**src/rtl/cavg_pkg.sv**
```systemverilog
// Package: shared configuration type for the conversion averaging filter.
// Assumes log codes never exceed 15, which CAVG_LOG_W bits can hold.
package cavg_pkg;
    localparam int CAVG_LOG_W = 4;

    typedef struct packed {
        logic [CAVG_LOG_W-1:0] log_l;
        logic [CAVG_LOG_W-1:0] log_m;
        logic                  cds;
    } cavg_cfg_t;
endpackage

```
**src/rtl/cavg_cfg_ctrl.sv**
```systemverilog
// Configuration staging: checks each write against the point budget and
// holds the last accepted setting as pending. Consumers latch the pending
// setting at the start of a conversion.
// Assumes LOG_MAX = log2 of the point budget.
module cavg_cfg_ctrl
    import cavg_pkg::*;
#(
    parameter int LOG_MAX = 8
) (
    input  logic      clk,
    input  logic      rst_n,
    input  logic      wr,
    input  cavg_cfg_t wr_cfg,
    output cavg_cfg_t pend,
    output logic      reject
);
    localparam int SUM_W = CAVG_LOG_W + 1;

    logic [SUM_W-1:0] req_sum;
    logic             fits;

    // Budget test on the requested log codes.
    always_comb begin
        req_sum = {1'b0, wr_cfg.log_l} + {1'b0, wr_cfg.log_m};
        fits    = (req_sum <= SUM_W'(LOG_MAX));
    end

    // Store accepted writes; pulse reject for refused ones.
    always_ff @(posedge clk) begin
        if (!rst_n) begin
            pend   <= '0;
            reject <= 1'b0;
        end else begin
            reject <= wr && !fits;
            if (wr && fits) begin
                pend <= wr_cfg;
            end
        end
    end

    AST_PEND_IN_BUDGET: assert property (@(posedge clk) disable iff (!rst_n)
        ({1'b0, pend.log_l} + {1'b0, pend.log_m}) <= SUM_W'(LOG_MAX));
    AST_REJECT_KEEPS_CFG: assert property (@(posedge clk) disable iff (!rst_n)
        reject |-> $stable(pend));
endmodule

```
**src/rtl/cavg_point_acc.sv**
```systemverilog
// Per-integration accumulator. On a start pulse it opens an integration
// and collects M final samples, preceded by M reference samples when CDS
// is on. It emits one data point, the final sum minus the reference sum,
// combinationally with the last sample.
// Assumes load_cfg is asserted only together with start.
module cavg_point_acc
    import cavg_pkg::*;
#(
    parameter int SAMPLE_W = 20,
    parameter int LOG_MAX  = 8,
    parameter int ACC_W    = 29
) (
    input  logic                    clk,
    input  logic                    rst_n,
    input  logic                    start,
    input  logic                    load_cfg,
    input  logic [CAVG_LOG_W-1:0]   cfg_log_m,
    input  logic                    cfg_cds,
    input  logic                    smp_valid,
    input  logic [SAMPLE_W-1:0]     smp_data,
    output logic                    busy,
    output logic                    done,
    output logic signed [ACC_W-1:0] point
);
    localparam int CNT_W = LOG_MAX + 1;

    logic                    active;
    logic                    in_ref;
    logic [CNT_W-1:0]        cnt;
    logic signed [ACC_W-1:0] sum_ref;
    logic signed [ACC_W-1:0] sum_fin;
    logic [CAVG_LOG_W-1:0]   log_m_q;
    logic                    cds_q;
    logic [CNT_W-1:0]        m_last;
    logic                    take;
    logic                    phase_end;
    logic signed [ACC_W-1:0] smp_ext;
    logic                    eff_cds;

    // Decode sample acceptance and the phase boundary.
    always_comb begin
        m_last    = CNT_W'((32'd1 << log_m_q) - 32'd1);
        take      = active && smp_valid && !start;
        phase_end = (cnt == m_last);
        smp_ext   = ACC_W'($signed(smp_data));
        done      = take && !in_ref && phase_end;
        point     = sum_fin + smp_ext - sum_ref;
        busy      = active;
        eff_cds   = load_cfg ? cfg_cds : cds_q;
    end

    // Sequence the reference and final phases and keep their sums.
    always_ff @(posedge clk) begin
        if (!rst_n) begin
            active  <= 1'b0;
            in_ref  <= 1'b0;
            cnt     <= '0;
            sum_ref <= '0;
            sum_fin <= '0;
            log_m_q <= '0;
            cds_q   <= 1'b0;
        end else if (start) begin
            active  <= 1'b1;
            in_ref  <= eff_cds;
            cnt     <= '0;
            sum_ref <= '0;
            sum_fin <= '0;
            if (load_cfg) begin
                log_m_q <= cfg_log_m;
                cds_q   <= cfg_cds;
            end
        end else if (take) begin
            if (in_ref) begin
                sum_ref <= sum_ref + smp_ext;
            end else begin
                sum_fin <= sum_fin + smp_ext;
            end
            if (phase_end) begin
                cnt <= '0;
                if (in_ref) begin
                    in_ref <= 1'b0;
                end else begin
                    active <= 1'b0;
                end
            end else begin
                cnt <= cnt + 1'b1;
            end
        end
    end

    AST_CNT_WITHIN_M: assert property (@(posedge clk) disable iff (!rst_n)
        active |-> (cnt <= m_last));
    AST_DONE_CLOSES: assert property (@(posedge clk) disable iff (!rst_n)
        done |=> !active);
    AST_REF_ONLY_CDS: assert property (@(posedge clk) disable iff (!rst_n)
        in_ref |-> cds_q);
endmodule

```
**src/rtl/cavg_conv_acc.sv**
```systemverilog
// Per-conversion accumulator. It sums L data points, then rounds the total
// and shifts it right by log2(L)+log2(M) into one registered result.
// Assumes point_done and conv_start never coincide.
module cavg_conv_acc
    import cavg_pkg::*;
#(
    parameter int LOG_MAX = 8,
    parameter int ACC_W   = 29,
    parameter int OUT_W   = 21
) (
    input  logic                    clk,
    input  logic                    rst_n,
    input  logic                    conv_start,
    input  logic [CAVG_LOG_W-1:0]   cfg_log_l,
    input  logic [CAVG_LOG_W-1:0]   cfg_log_m,
    input  logic                    point_done,
    input  logic signed [ACC_W-1:0] point_val,
    output logic                    idx_zero,
    output logic                    res_valid,
    output logic [OUT_W-1:0]        res_data
);
    localparam int IDX_W = LOG_MAX + 1;
    localparam int SH_W  = CAVG_LOG_W + 1;

    logic [IDX_W-1:0]        idx;
    logic [CAVG_LOG_W-1:0]   log_l_q;
    logic [SH_W-1:0]         shift_q;
    logic signed [ACC_W-1:0] acc;
    logic [IDX_W-1:0]        l_last;
    logic signed [ACC_W-1:0] total;
    logic signed [ACC_W-1:0] rnd;
    logic signed [ACC_W-1:0] biased;
    logic signed [ACC_W-1:0] scaled;

    // Running total, rounding bias and scaled average.
    always_comb begin
        l_last   = IDX_W'((32'd1 << log_l_q) - 32'd1);
        idx_zero = (idx == '0);
        total    = acc + point_val;
        rnd      = (shift_q == '0) ? '0 : (ACC_W'(1) << (shift_q - 1'b1));
        biased   = total + rnd;
        scaled   = biased >>> shift_q;
    end

    // Count integrations, accumulate points and emit one result.
    always_ff @(posedge clk) begin
        if (!rst_n) begin
            idx       <= '0;
            log_l_q   <= '0;
            shift_q   <= '0;
            acc       <= '0;
            res_valid <= 1'b0;
            res_data  <= '0;
        end else begin
            res_valid <= 1'b0;
            if (conv_start) begin
                idx     <= '0;
                acc     <= '0;
                log_l_q <= cfg_log_l;
                shift_q <= {1'b0, cfg_log_l} + {1'b0, cfg_log_m};
            end else if (point_done) begin
                if (idx == l_last) begin
                    res_valid <= 1'b1;
                    res_data  <= scaled[OUT_W-1:0];
                    idx       <= '0;
                    acc       <= '0;
                end else begin
                    idx <= idx + 1'b1;
                    acc <= total;
                end
            end
        end
    end

    AST_IDX_WITHIN_L: assert property (@(posedge clk) disable iff (!rst_n)
        idx <= l_last);
    AST_RESULT_PULSE: assert property (@(posedge clk) disable iff (!rst_n)
        res_valid |=> !res_valid);
    AST_RESULT_FROM_POINT: assert property (@(posedge clk) disable iff (!rst_n)
        res_valid |-> $past(point_done));
    AST_SHIFT_IN_BUDGET: assert property (@(posedge clk) disable iff (!rst_n)
        shift_q <= SH_W'(LOG_MAX));
endmodule

```
**src/rtl/conv_avg_filter.sv**
```systemverilog
// Top of the conversion averaging filter. It wires configuration staging,
// the per-integration point accumulator and the per-conversion averager,
// and it keeps the sticky overrun flag.
// Assumes MAX_POINTS is a power of two no larger than 2^15.
module conv_avg_filter
    import cavg_pkg::*;
#(
    parameter int SAMPLE_W   = 20,
    parameter int MAX_POINTS = 256
) (
    input  logic                  clk,
    input  logic                  rst_n,
    input  logic                  cfg_wr,
    input  logic [3:0]            cfg_log_l,
    input  logic [3:0]            cfg_log_m,
    input  logic                  cfg_cds,
    output logic                  cfg_reject,
    input  logic                  int_start,
    input  logic                  smp_valid,
    input  logic [SAMPLE_W-1:0]   smp_data,
    output logic                  res_valid,
    output logic [SAMPLE_W:0]     res_data,
    output logic                  overrun
);
    localparam int LOG_MAX = $clog2(MAX_POINTS);
    localparam int ACC_W   = SAMPLE_W + LOG_MAX + 1;
    localparam int OUT_W   = SAMPLE_W + 1;

    cavg_cfg_t               wr_cfg;
    cavg_cfg_t               pend;
    logic                    conv_start;
    logic                    idx_zero;
    logic                    pt_busy;
    logic                    pt_done;
    logic signed [ACC_W-1:0] pt_val;

    // Pack the write fields and detect a conversion-opening strobe.
    always_comb begin
        wr_cfg     = '{log_l: cfg_log_l, log_m: cfg_log_m, cds: cfg_cds};
        conv_start = int_start && idx_zero;
    end

    cavg_cfg_ctrl #(.LOG_MAX(LOG_MAX)) u_cfg (
        .clk    (clk),
        .rst_n  (rst_n),
        .wr     (cfg_wr),
        .wr_cfg (wr_cfg),
        .pend   (pend),
        .reject (cfg_reject)
    );

    cavg_point_acc #(
        .SAMPLE_W (SAMPLE_W),
        .LOG_MAX  (LOG_MAX),
        .ACC_W    (ACC_W)
    ) u_point (
        .clk       (clk),
        .rst_n     (rst_n),
        .start     (int_start),
        .load_cfg  (conv_start),
        .cfg_log_m (pend.log_m),
        .cfg_cds   (pend.cds),
        .smp_valid (smp_valid),
        .smp_data  (smp_data),
        .busy      (pt_busy),
        .done      (pt_done),
        .point     (pt_val)
    );

    cavg_conv_acc #(
        .LOG_MAX (LOG_MAX),
        .ACC_W   (ACC_W),
        .OUT_W   (OUT_W)
    ) u_conv (
        .clk        (clk),
        .rst_n      (rst_n),
        .conv_start (conv_start),
        .cfg_log_l  (pend.log_l),
        .cfg_log_m  (pend.log_m),
        .point_done (pt_done),
        .point_val  (pt_val),
        .idx_zero   (idx_zero),
        .res_valid  (res_valid),
        .res_data   (res_data)
    );

    // Sticky flag for a strobe that cuts an integration short.
    always_ff @(posedge clk) begin
        if (!rst_n) begin
            overrun <= 1'b0;
        end else if (int_start && pt_busy) begin
            overrun <= 1'b1;
        end
    end

    AST_OVERRUN_STICKY: assert property (@(posedge clk) disable iff (!rst_n)
        overrun |=> overrun);
    AST_NO_SAMPLE_NO_RESULT: assert property (@(posedge clk) disable iff (!rst_n)
        (!smp_valid || int_start) |=> !res_valid);
    AST_REJECT_AFTER_WRITE: assert property (@(posedge clk) disable iff (!rst_n)
        cfg_reject |-> $past(cfg_wr));
endmodule

```
**config.mk**
```make
export PLATFORM = sky130hd
export DESIGN_NAME = conv_avg_filter
export DESIGN_NICKNAME = d
export VERILOG_FILES = /design/src/rtl/cavg_pkg.sv /design/src/rtl/cavg_cfg_ctrl.sv /design/src/rtl/cavg_point_acc.sv /design/src/rtl/cavg_conv_acc.sv /design/src/rtl/conv_avg_filter.sv
export SDC_FILE = /design/constraint.sdc
export NUM_CORES = 1
export LEC_CHECK = 0
export ABC_AREA = 1
export BUFFER_PORTS_ARGS = -buffer_cell sky130_fd_sc_hd__buf_2
export CORE_UTILIZATION = 40
export CTS_BUF_LIST = sky130_fd_sc_hd__clkbuf_2
export DETAILED_ROUTE_END_ITERATION = 6
export GPL_TIMING_DRIVEN = 0
export PLACE_DENSITY_LB_ADDON = 0.3
export SETUP_SLACK_MARGIN = 0.5
export SYNTH_ARGS = -nofsm -noshare
export SYNTH_HDL_FRONTEND = slang
export SYNTH_HIERARCHICAL = 1
export SYNTH_SLANG_ARGS = --single-unit
```
**constraint.sdc**
```tcl
create_clock -name clk -period 6.1 [get_ports clk]
set_input_delay 0 -clock clk [delete_from_list [all_inputs] [get_ports clk]]
set_output_delay 0 -clock clk [all_outputs]
set_load 0.01 [all_outputs]
```
---- Word-level counts from Yosys, hierarchy flattened ----
Cells that the tools add are included.
cells by class
  div/mod/pow operators ................... 0
  shifts and indexed selects .............. 4
  reduce and logical (&&, ||, !) cells .... 24
  multiplexer cells ....................... 13
  equal/unequal tests ..................... 3
  bitwise logic cells ..................... 4
  $mul .................................... 0
  add/subtract/negate cells ............... 12
  $lt $le $gt $ge ......................... 1
operators by type and width
  operator                                                                          number
  29-bit by 20-bit adder with 29-bit output                                         2
  29-bit adder                                                                      2
  29-bit two-way mux                                                                2
  1-bit by 5-bit left shift with 29-bit output, first input constant                1
  29-bit by 5-bit >>> shifter with 21-bit output                                    1
  29-bit subtractor                                                                 1
  9-bit by 1-bit adder with 9-bit output, second input constant                     2
  9-bit equality test                                                               2
  9-bit two-way mux                                                                 2
  1-bit by 4-bit left shift with 9-bit output, first input constant                 2
  9-bit by 1-bit subtractor with 9-bit output, second input constant                2
  4-bit by 4-bit adder with 5-bit output                                            2
  9-bit logical NOT                                                                 1
  1-bit two-way mux                                                                 9
  1-bit logical AND                                                                 8
  2-bit AND reduction                                                               4
  3-bit AND reduction                                                               2
  5-bit by 4-bit less-or-equal comparator with 1-bit output, second input constant  1
  5-bit logical NOT                                                                 1
  5-bit by 1-bit subtractor with 5-bit output, second input constant                1
  1-bit inverter                                                                    4
  2-bit nonzero test                                                                2
  2-bit OR reduction                                                                2
  1-bit logical NOT                                                                 3
  2 further kinds                                                                   2
word-level totals
  memories ................................ 0
  memory bits (read-only) ................. 0
  output and inout bits ................... 24
  memory bits (writable) .................. 0
  word-level logic and storage cells ...... 79
  register bits ........................... 154
  bits of input ports ..................... 34
  latch bits .............................. 0

---- Longest topological paths before layout ----
  depth in word-level cells ............... 6
  gate-level depth with buffers ........... 50
  depth with buffers taken out ............ 50

---- Hierarchy ----
The synthesis kept the hierarchy.
by module, submodules not included
  module           area an instance (µm²)  times used  cells each  seq. area each (µm²)
  cavg_point_acc   8,506.9                 1           1,463       1,481.4
  cavg_conv_acc    7,920.1                 1           1,320       1,381.3
  cavg_cfg_ctrl    738.2                   1           105         200.2
  conv_avg_filter  47.5                    1           7           20.0

---- Worst setup path after synthesis ----
OpenSTA, ideal clock, no wires.
  path kind ............................... reg2reg
  start ................................... register u_point.sum_fin[0]
  end ..................................... register u_conv.res_data[8]
  period minus slack after synthesis ...... 5,909 ps
  data required time ...................... 5,985 ps
  cell stages (with the launch flop) ...... 44
  buffers on the path ..................... 0
  arrival ................................. 5,794 ps
  setup slack ............................. 191 ps
  setup time .............................. 115 ps
  cells stage by stage .................... dfxtp_1 ha_1 inv_1 fa_1 inv_1 nand3_1 nand2_1 nand2_1 nand2_1 xor2_1 ha_1 a21oi_1 o21ai_0 a21oi_1 o21ai_0 xor2_1 ha_1 a21o_1 [8 not listed] nand2_1 nand2_1 ha_1 inv_1 nor3_1 a21oi_1 o21ai_0 a21oi_1 inv_1 nand2_1 nand3_1 nand3_1 nand2_1 nand2_1 nand2_1 nand2_1 a21oi_1 o21a_1
on the way
  longest elaborated chain between the ends .. 5
RTL lines
  element                                         line                   text
  from (decl)                                     cavg_point_acc.sv:31   logic signed [ACC_W-1:0] sum_fin;
  from (signal assigned)                          cavg_point_acc.sv:76   sum_fin <= sum_fin + smp_ext;
  29-bit by 20-bit adder with 29-bit output       cavg_point_acc.sv:47   point = sum_fin + smp_ext - sum_ref;
  29-bit subtractor                               cavg_point_acc.sv:47
  via pt_val[11]                                  conv_avg_filter.sv:35  logic signed [ACC_W-1:0] pt_val;
  29-bit adder                                    cavg_conv_acc.sv:39    total = acc + point_val;
  29-bit adder                                    cavg_conv_acc.sv:41    biased = total + rnd;
  29-bit by 5-bit >>> shifter with 21-bit output  cavg_conv_acc.sv:42    scaled = biased >>> shift_q;
  to (signal assigned)                            cavg_conv_acc.sv:64    res_data <= scaled[OUT_W-1:0];
  to (decl)                                       cavg_conv_acc.sv:20    output logic [OUT_W-1:0] res_data
The timed path passes the listed nets, and every way through them passes these cells.
A chain may end at the register's enable or synchronous reset.

---- Final worst setup path ----
  start ................................... register u_point.sum_fin[0]
  end ..................................... register u_conv.res_data[0]
The elaborated chain is that of the path after synthesis.

==> results.py <==
metrics = {
    "timing": {
        "hold_violations": 0,
        "rsz0062_at_grt": "true",
        "hold_slack_ps": 140,
        "fin_crit_sh_pct": 106,
        "worstMarginPinSlew_ps": 986,
        "max_slew_margin_pct": 34.1,
        "finClkSkew_ps": 46.0,
        "setup_viol": 21,
        "fmax_mhz": 155,
        "fin_ws_ps": -352,
        "final.min_clock_period_ps": 6450,
        "maxSlewViolCount": 0,
    },
    "drt": {
        "firstDrtPassIters": 6,
        "viasPerCell": 5.50,
        "finalWirelength_um": 65600,
        "antenna_left": 0,
        "drt_iter0_drc": 1850,
        "detail_route.wl_per_cell_um": 17.7,
        "drc": 0,
        "wl_met2_um": 29400,
        "wl_met3_um": 4880,
        "met1_length_um": 29000,
        "num_vias": 20418,
        "maxUsedRoutingLayer": "met4",
    },
    "logic_synthesis": {
        "synth_top_area_share_pct": 17.9,
        "synth_cell_types": 57,
        "avgSynthCellArea_um2": 5.95,
        "yosysWarningCount": 6,
        "async_reset_ff_share_pct": 0,
        "ys_top_cells_by_area": "dfxtp_1, nand2_1, ha_1",
        "synthCells": 2895,
        "yosysTopAreaCell": "dfxtp_1",
        "ys_ff_latch": 154,
        "yosys.area_share.adder_pct": 11.9,
        "syn_nets": 3089,
        "ys_seq_area_share_pct": 17.9,
        "synth_compound_area_share_pct": 15.8,
        "synth-edff-count": 0,
        "synth-simple-area-share_pct": 37.4,
        "synth_top_family_by_area": "simple AND/OR/NAND/NOR gates",
        "synth_ff_type": "dfxtp_1",
        "synth_area_mm2": 0.0172,
        "synthXorXnorAreaFrac_pct": 5.85,
        "synthMuxAreaShare_pct": 0.174,
    },
    "worst_setup_path": {
        "cp_max_fo": 6,
        "crit_slowest_cell": "dfxtp_2",
        "max_stage_delay_ps": 420,
        "worstSetupStartpointType": "register",
        "cp-end-kind": "register",
        "critPathKind": "reg -> reg",
        "crit_required_ps": 7030,
        "critical_path_arrival_ps": 7380,
    },
    "floorplan": {
        "initial_utilization_pct": 40.8,
        "core_mm2": 0.0422,
        "dieArea_mm2": 0.0439,
        "dieWidth_um": 209,
        "die_h_um": 209,
        "ioPinCount": 58,
        "fp-row-count": 75,
    },
    "placement": {
        "place.port_buffers": 57,
        "place.gp.congestion": 1.00,
        "hpwlAfterDp_um": 49300,
    },
    "min_path": {
        "hp-class": "in -> reg",
    },
    "cts": {
        "cts-root-buf": "clkbuf_2",
        "cts_made_buffers": 17,
        "clockBufferDepth": 2,
        "clock_latency_ps": 980,
        "htree_levels": 4,
        "cts.clk_slew.worst_paths_ps": 300,
        "cts_tree": "yes",
        "cts_sinks": 154,
    },
    "flow_run": {
        "drv_cap": 0,
    },
    "power_and_ir_drop": {
        "p_sw_mw": 1.71,
        "ir_drop_uv": 149,
        "p_int_mw": 1.90,
        "p_per_area_mw_per_mm2": 160,
        "p_comb_share_pct": 53.6,
        "clkPwrFrac_pct": 17.5,
        "p_leak_nw": 10.8,
        "seqPwrFrac_pct": 29.0,
        "swShare_pct": 47.3,
    },
    "global_route": {
        "antenna_found_initial": 1,
        "grt_first_pass_wirelength_um": 101000,
        "grt_max_degree": 21,
        "track_usage_pct": 29.2,
        "grt_overflow_total": 0,
        "first_global_vias": 19237,
    },
    "final_layout": {
        "drive_gt1_share_pct": 21.1,
        "syn2layout_area_growth_pct": 31.0,
        "final_nets": 3353,
        "fillerInstances": 4147,
        "final_core_util_pct": 53.4,
    },
    "status": {
        "violations": "negative setup slack",
        "status": "complete, but fails checks",
    },
}
final timing paths:
kind / startpoint / endpoint / slack, ps / cells after the start
hold reg to reg: u_conv/acc[0]$_SDFFE_PP0P_ / u_conv/acc[0]$_SDFFE_PP0P_ / 490 / 2
setup reg to reg: u_point/sum_fin[0]$_SDFFE_PP0P_ / u_conv/res_data[0]$_SDFFE_PN0P_ / -350 / 42
hold / removal: smp_data[7] / u_point/sum_ref[7]$_SDFFE_PP0P_ / 140 / 6
setup / recovery: u_point/sum_fin[0]$_SDFFE_PP0P_ / u_conv/res_data[0]$_SDFFE_PN0P_ / -350 / 42
what timing repair did:
action	CTS	global route
setup endpoints to repair	21	21
hold endpoints to repair	126	0
hold buffers	99	0
pin swaps	134	103
setup buffers	66	23
resized for setup	305	203
Yosys cell counts (11+ instances only):
cell type  number
nand2_1       774
inv_1         394
nor2_1        307
nand3_1       266
a21oi_1       254
dfxtp_1       154
ha_1          153
o21ai_0       136
xor2_1         80
nand4_1        46
xnor2_1        35
nor3_1         34
clkbuf_1       28
a21o_1         18
nor2_2         17
a31oi_1        15
o21ai_1        14
o21bai_1       14
nand3_2        12
buf_2          11
nand2_2        11
flip-flops by register name, indices dropped and copies added (netlist names), 5 cells and up:
signal           cells
u_conv/acc          29
u_point/sum_fin     29
u_point/sum_ref     29
u_conv/res_data     21
u_cfg/pend           9
u_conv/idx           9
u_point/cnt          9
u_conv/shift_q       5
critical path: cells and delay by family (launching register included):
family / cells / cell delay (ps)
AOI/OAI and AO/OA: 13 / 2040
xor gates and xnor gates: 3 / 490
adders and majority gates: 5 / 1340
buffers and inverters: 5 / 550
DFF: 1 / 420
and+or+nand+nor: 16 / 1520
power groups by stage:
stage / sequential (mW) / combinational, mW / clock (mW)
after floorplan: 1.06 / 1.02 / 0
after global placement: 1.06 / 1.37 / 0
after detailed placement: 1.06 / 1.38 / 0
after CTS: 1.05 / 1.71 / 0.656
after global routing: 1.05 / 2.09 / 0.698
final: 1.05 / 1.94 / 0.631
stage by stage:
| step | worst slack, ps | power (mW) | cells | instance area, um^2 | setup TNS [ps] |
|---|---|---|---|---|---|
| finish | -352 | 3.61 | 3712 | 22500 | -5730 |
| detailed placement | -1080 | 2.44 | 3491 | 18200 | -20910 |
| CTS | -15.9 | 3.41 | 3688 | 21400 | -37.3 |
| global placement | -972 | 2.43 | 3491 | 18200 | -19010 |
| floorplan | 505 | 2.07 | 2895 | 17300 | 0 |
| global route | -557 | 3.83 | 3712 | 22500 | -10380 |
cells in the final DEF, fill, tap and decap left out, drive strengths merged, types with 3 or more instances in the layout:
cell and count:
a21boi 6, a21o 18, a21oi 258, a31oi 15
buf 173, clkbuf 49, clkinv 8, clkinvlp 3
dfxtp 154, dlygate4sd3 99, fa 7, ha 153
inv 413, mux2i 3, nand2 789, nand3 280
nand3b 9, nand4 46, nor2 325, nor3 35
nor3b 4, nor4 6, o211ai 10, o21a 9
o21ai 154, o21bai 14, or2 5, xnor2 35
xor2 80
metal layers:
layer  vias to the layer above  GRT usage [%]
met5                         -              0
met4                         0           9.91
met3                       163           3.77
met2                       829           47.7
met1                      9453           39.6
li1                       9973              -
logic make-up (layout without fill, tap and decap cells):
group,after synthesis,count (layout)
adders and majority gates,160,160
and+or+nand+nor,1501,1501
DFF,154,154
AOI/OAI and AO/OA,494,494
xor gates and xnor gates,115,115
buffers and inverters,468,745
muxes,3,3
other,0,1
final cells by class:
| class | count | area [um^2] | share of cell area, % |
|---|---|---|---|
| Clock inverter | 15 | 156 | 0.694 |
| Timing Repair Buffer | 245 | 1990 | 8.84 |
| Antenna cell | 1 | 2.50 | 0.0111 |
| Multi-Input combinational cell | 2273 | 14600 | 64.9 |
| Sequential cell | 154 | 3090 | 13.7 |
| Tap cell | 539 | 674 | 2.99 |
| Inverter | 409 | 1550 | 6.88 |
| Buffer | 59 | 350 | 1.55 |
| Clock buffer | 17 | 85.1 | 0.377 |
No activity file was read; power rests on OpenSTA's default activity.
